$ cat src/rtl/lsc_pkg.sv
package lsc_pkg;
  // Sticky flag indices inside the flag vector
  localparam int FL_LINK_DOWN = 0;
  localparam int FL_SYNC_FIX  = 1;
  localparam int FL_CSUM      = 2;
  localparam int FL_RX_OVF    = 3;
  localparam int FL_TX_OVF    = 4;
  localparam int NUM_FLAGS    = 5;
endpackage

$ cat src/rtl/lsc_sat_counter.sv
module lsc_sat_counter #(
  parameter int W = 8
) (
  input  logic         clk,
  input  logic         rst_n,
  input  logic         inc,
  input  logic         clr,
  output logic [W-1:0] count
);
  localparam logic [W-1:0] MAX = {W{1'b1}};

  always_ff @(posedge clk or negedge rst_n) begin
    if (!rst_n) begin
      count <= '0;
    end else if (clr) begin
      count <= inc ? {{(W-1){1'b0}}, 1'b1} : '0;
    end else if (inc && (count != MAX)) begin
      count <= count + 1'b1;
    end
  end
endmodule

$ cat src/rtl/lsc_sticky_bank.sv
module lsc_sticky_bank #(
  parameter int N = 5
) (
  input  logic         clk,
  input  logic         rst_n,
  input  logic [N-1:0] ev,
  input  logic         clr,
  output logic [N-1:0] flags
);
  for (genvar i = 0; i < N; i++) begin : g_flag
    always_ff @(posedge clk or negedge rst_n) begin
      if (!rst_n)      flags[i] <= 1'b0;
      else if (clr)    flags[i] <= ev[i];
      else if (ev[i])  flags[i] <= 1'b1;
    end
  end
endmodule

$ cat src/rtl/lsc_link_watch.sv
module lsc_link_watch (
  input  logic clk,
  input  logic rst_n,
  input  logic link_up,
  input  logic clr,
  output logic down_ev
);
  logic link_q;

  always_ff @(posedge clk or negedge rst_n) begin
    if (!rst_n) link_q <= 1'b0;
    else        link_q <= link_up;
  end

  // Falling edge of the level, or a clear issued while the link is down
  assign down_ev = (link_q & ~link_up) | (clr & ~link_up);
endmodule

$ cat src/rtl/lsc_read_port.sv
module lsc_read_port #(
  parameter int                ADDR_W = 8,
  parameter int                DATA_W = 32,
  parameter logic [ADDR_W-1:0] OFFSET = 'h0C
) (
  input  logic              clk,
  input  logic              rst_n,
  input  logic [DATA_W-1:0] word,
  input  logic              rd_req,
  input  logic [ADDR_W-1:0] rd_addr,
  output logic              rd_valid,
  output logic [DATA_W-1:0] rd_data
);
  always_ff @(posedge clk or negedge rst_n) begin
    if (!rst_n) begin
      rd_valid <= 1'b0;
      rd_data  <= '0;
    end else begin
      rd_valid <= rd_req;
      if (rd_req) rd_data <= (rd_addr == OFFSET) ? word : '0;
    end
  end
endmodule

$ cat src/rtl/lsc_link_status.sv
module lsc_link_status #(
  parameter int          CNT_W  = 8,
  parameter int          ADDR_W = 8,
  parameter int          DATA_W = 32,
  parameter logic [ADDR_W-1:0] OFFSET = 'h0C
) (
  input  logic              clk,
  input  logic              rst_n,
  input  logic              dec_err_i,
  input  logic              sync_fix_i,
  input  logic              csum_err_i,
  input  logic              rx_ovf_i,
  input  logic              tx_ovf_i,
  input  logic              link_up_i,
  input  logic              stat_clr_i,
  input  logic              rd_req_i,
  input  logic [ADDR_W-1:0] rd_addr_i,
  output logic              rd_valid_o,
  output logic [DATA_W-1:0] rd_data_o
);
  import lsc_pkg::*;

  localparam int USED_W = CNT_W + NUM_FLAGS + 1;
  localparam int RSVD_W = DATA_W - USED_W;

  logic [CNT_W-1:0]     cnt_q;
  logic [NUM_FLAGS-1:0] ev;
  logic [NUM_FLAGS-1:0] flags_q;
  logic                 down_ev;
  logic [DATA_W-1:0]    word;

  lsc_link_watch u_watch (
    .clk     (clk),
    .rst_n   (rst_n),
    .link_up (link_up_i),
    .clr     (stat_clr_i),
    .down_ev (down_ev)
  );

  always_comb begin
    ev               = '0;
    ev[FL_LINK_DOWN] = down_ev;
    ev[FL_SYNC_FIX]  = sync_fix_i;
    ev[FL_CSUM]      = csum_err_i;
    ev[FL_RX_OVF]    = rx_ovf_i;
    ev[FL_TX_OVF]    = tx_ovf_i;
  end

  lsc_sat_counter #(.W(CNT_W)) u_cnt (
    .clk   (clk),
    .rst_n (rst_n),
    .inc   (dec_err_i),
    .clr   (stat_clr_i),
    .count (cnt_q)
  );

  lsc_sticky_bank #(.N(NUM_FLAGS)) u_flags (
    .clk   (clk),
    .rst_n (rst_n),
    .ev    (ev),
    .clr   (stat_clr_i),
    .flags (flags_q)
  );

  // Word layout: count, link-down flag, live link, then the other flags
  assign word = {{RSVD_W{1'b0}},
                 flags_q[FL_TX_OVF], flags_q[FL_RX_OVF],
                 flags_q[FL_CSUM],   flags_q[FL_SYNC_FIX],
                 link_up_i, flags_q[FL_LINK_DOWN], cnt_q};

  lsc_read_port #(.ADDR_W(ADDR_W), .DATA_W(DATA_W), .OFFSET(OFFSET)) u_rd (
    .clk      (clk),
    .rst_n    (rst_n),
    .word     (word),
    .rd_req   (rd_req_i),
    .rd_addr  (rd_addr_i),
    .rd_valid (rd_valid_o),
    .rd_data  (rd_data_o)
  );
endmodule

$ cat config.mk
export PLATFORM = sky130hd
export DESIGN_NAME = lsc_link_status
export DESIGN_NICKNAME = d
export VERILOG_FILES = /design/src/rtl/lsc_pkg.sv /design/src/rtl/lsc_sat_counter.sv /design/src/rtl/lsc_sticky_bank.sv /design/src/rtl/lsc_link_watch.sv /design/src/rtl/lsc_read_port.sv /design/src/rtl/lsc_link_status.sv
export SDC_FILE = /design/constraint.sdc
export NUM_CORES = 1
export LEC_CHECK = 0
export BUFFER_PORTS_ARGS = -buffer_cell sky130_fd_sc_hd__buf_2
export CORE_UTILIZATION = 50
export CTS_BUF_LIST = sky130_fd_sc_hd__clkbuf_2 sky130_fd_sc_hd__clkbuf_4 sky130_fd_sc_hd__clkbuf_8
export DETAILED_ROUTE_END_ITERATION = 8
export PLACE_DENSITY = 0.74
export SYNTH_ARGS = -nofsm -noshare
export SYNTH_HDL_FRONTEND = slang
export SYNTH_HIERARCHICAL = 1
export SYNTH_SLANG_ARGS = --single-unit
$ cat constraint.sdc
create_clock -name clk -period 2.81 [get_ports clk]
set_input_delay 0.7025 -clock clk [delete_from_list [all_inputs] [get_ports clk]]
set_output_delay 0.7025 -clock clk [all_outputs]
set_load 0.05 [all_outputs]
==> run_results.csv <==
group,metric,value,unit
logic_synthesis,async_flop_share,1.00,
clock_tree,cts_tree,"built",
run,cap_violations,0,
die,initial_utilization,0.536,
pwr,powerDensity,446,nW/µm²
pwr,seqPwrFrac,0.552,
sta,min_period,1.75,ns
sta,drv_slew,0,
pwr,p_sw,303,µW
layout,final_cell_mix,"buf_2, dfrtp_1, nand2_1, inv_1, o32ai_2",
critical_path,arrival,1.96,ns
sta,finalHoldViolCount,0,
logic_synthesis,syn_avg_cell_area,11.6,µm²
sta,finalSetupTns,0,ns
die,die_w,71.2,µm
die,die_area,5070,µm²
layout,finalInstanceArea,2830,µm²
critical_path,crit_type,"input pin to flop",
pwr,leakagePower,1.27,nW
logic_synthesis,synth_cells,207,
critical_path,end_kind,"flop",
pwr,ir_drop,0.261,mV
logic_synthesis,synth_mux_area_frac,0.00418,
grt,grt_antenna_before_repair,0,
logic_synthesis,synth-compound-area-share,0.291,
critical_path,crit_path_max_fanout,32,
clock_tree,cts.sinks,47,
sta,setup_slack,1.06,ns
logic_synthesis,synthAdderAreaFrac,0.00522,
logic_synthesis,synth_simple_gate_area_frac,0.110,
pwr,pwr-share-comb,0.092,
logic_synthesis,yosys-top-cells-area,"dfrtp_1, o32ai_2, nand2_1",
clock_tree,cts_setup_buffers,0,
die,rows,24,
logic_synthesis,seq_area_frac_synth,0.491,
critical_path,r2r_setup_slack,1.30,ns
clock_tree,h-tree-depth,2,
sta,setup_viol,0,
routing,first_iter_violations,105,
layout,nets,288,
logic_synthesis,synth_edf_count,0,
grt,grt.total_usage,0.190,
placed_design,portBuffers,50,
die,die_h,71.2,µm
placed_design,place_area,2730,µm²
sta,tightest_slew,0.738,ns
critical_path,r2r_cells,4,
placed_design,place_congestion,0.793,
layout,syn_to_final_growth,18.2,%
sta,timing.final.crit_share,0.624,
hold_path,min_path_type,"input pin to async pin",
critical_path,required,3.01,ns
placed_design,hpwl,3040,µm
logic_synthesis,synth_xor_area_frac,0,
die,pin_count,51,
pwr,p_int,961,µW
layout,drive_above_1_share,0.374,
clock_tree,cts_hold_buffers,0,
pwr,swShare,0.240,
clock_tree,cts_buffers,5,
clock_tree,path_clk_slew,0.09,ns
logic_synthesis,yosys_most_used_dff,"dfrtp_1",
routing,drcViolationCount,6,
routing,vias,1692,
placed_design,pre_cts_ws,0.739,ns
sta,skew,0.00839,ns
layout,layout_commonest_cell,"buf_2",
logic_synthesis,yosys.area.top_type_share,0.491,
routing,detail-route-antenna-nets,0,
clock_tree,cts.path.max_buffers,2,
routing,post_drt_wl_per_cell,14.0,µm
clock_tree,cts-root-buf,"clkbuf_8",
critical_path,start_kind,"input pin",
grt,grt_overflow,0,
layout,antenna_cells,0,
die,core,4470,µm²
run_status,status,"finished with violations",
critical_path,rr_startpoint,"u_cnt/count[0]$_DFFE_PN0P_",
clock_tree,insertion_delay,0.30,ns
grt,grt_pass1_vias,1618,
logic_synthesis,yosysTopAreaCell,"dfrtp_1",
critical_path,r2r-end,"u_cnt/count[5]$_DFFE_PN0P_",
logic_synthesis,synth_warnings,6,
sta,rsz0062_at_grt,"false",
sta,fmax,570,MHz
routing,drt-vias-per-instance,5.25,
logic_synthesis,synth_top_family_by_area,"compound AO/OA/AOI/OAI gates",
grt,grt_pass1_wl,7470,µm
sta,max_slew_margin,0.508,
routing,routed_wirelength,4510,µm
clock_tree,cts_resized,0,
logic_synthesis,yosysUniqueCellTypes,39,
grt,grt_max_degree,34,
logic_synthesis,ys_seq_elements,47,
pwr,p_clk_frac,0.356,
routing,first_pass_iters,6,
logic_synthesis,syn-cell-area,2400,µm²
run_status,violations,"design-rule violations",
-- synthesized netlist by cell type (2+ instances only) --
cell      instances
a21o_1            5
a21oi_1           5
and3_1            2
buf_1             3
buf_2             3
buf_6             4
clkbuf_1          6
dfrtp_1          47
inv_1            34
nand2_1          35
nand2b_1          4
o21ai_0           2
o32ai_1           2
o32ai_2          27
o32ai_4           3
or3_1             2
-- worst max path at each step --
stage / from / end / slack, ns
3_5_place_dp: rd_addr_i[1] / u_rd/rd_data[5]$_DFFE_PN0P_ / 0.74
3_3_place_gp: rd_addr_i[1] / u_rd/rd_data[9]$_DFFE_PN0P_ / 0.78
2_1_floorplan: rd_addr_i[1] / u_rd/rd_data[9]$_DFFE_PN0P_ / 0.99
4_1_cts: rd_addr_i[1] / u_rd/rd_data[5]$_DFFE_PN0P_ / 1.08
6_report: rd_addr_i[1] / u_rd/rd_data[5]$_DFFE_PN0P_ / 1.06
5_1_grt: rd_addr_i[1] / u_rd/rd_data[4]$_DFFE_PN0P_ / 1.04
-- cell type report --
cell class                 count  area [µm²]
sequential                    47        1180
fill                         362        1640
tap                           52        65.1
inverter                      35         131
clock buffer                   8         104
timing repair buffer          55         300
multi-input combinational    125        1060
-- power groups by stage --
stage / clock (mW) / combinational (mW) / sequential [mW]
2_1_floorplan: 0 / 0.0715 / 0.714
3_3_place_gp: 0 / 0.115 / 0.710
3_5_place_dp: 0 / 0.117 / 0.711
4_1_cts: 0.468 / 0.118 / 0.698
5_1_grt: 0.495 / 0.130 / 0.700
6_report: 0.450 / 0.116 / 0.698
-- metrics by stage --
| step | hold WS (ns) | util | instances | power, mW |
|---|---|---|---|---|
| floorplan | 0.407 | - | 224 | 0.786 |
| detailed placement | 0.469 | 0.610 | 314 | 0.829 |
| global route | 0.420 | 0.633 | 322 | 1.33 |
| CTS | 0.401 | 0.633 | 322 | 1.28 |
| finish | 0.373 | 0.633 | 322 | 1.26 |
| global placement | 0.462 | 0.610 | 314 | 0.826 |
-- metal layers --
metal	wire length, µm	share of wire	GRT usage	vias to the layer above
met5	0	0	0	-
met2	2160	0.48	0.317	42
met3	217	0.048	0.0492	4
met1	2080	0.46	0.246	811
met4	42	0.0093	0.0533	0
li1	-	-	-	835
-- flip-flops by register name (all words and copies together), names as in the netlist --
name and cells:
u_cnt/count 8, u_flags/flags 5, u_rd/rd_data 32, u_rd/rd_valid 1, u_watch/link_q 1
-- critical path, stage by stage --
cell and delay, ns:
buf_2 0.10, or4_4 0.80, o32ai_2 0.34
-- cell families after synthesis --
logic type / Yosys count
AO/OA/AOI/OAI: 53
buffers and inverters: 52
AND/OR/NAND/NOR: 52
flip-flops: 47
multiplexers: 1
adder cells (fa/ha/maj): 1
other: 1
Note: power is estimated with default switching activity, not from simulation.
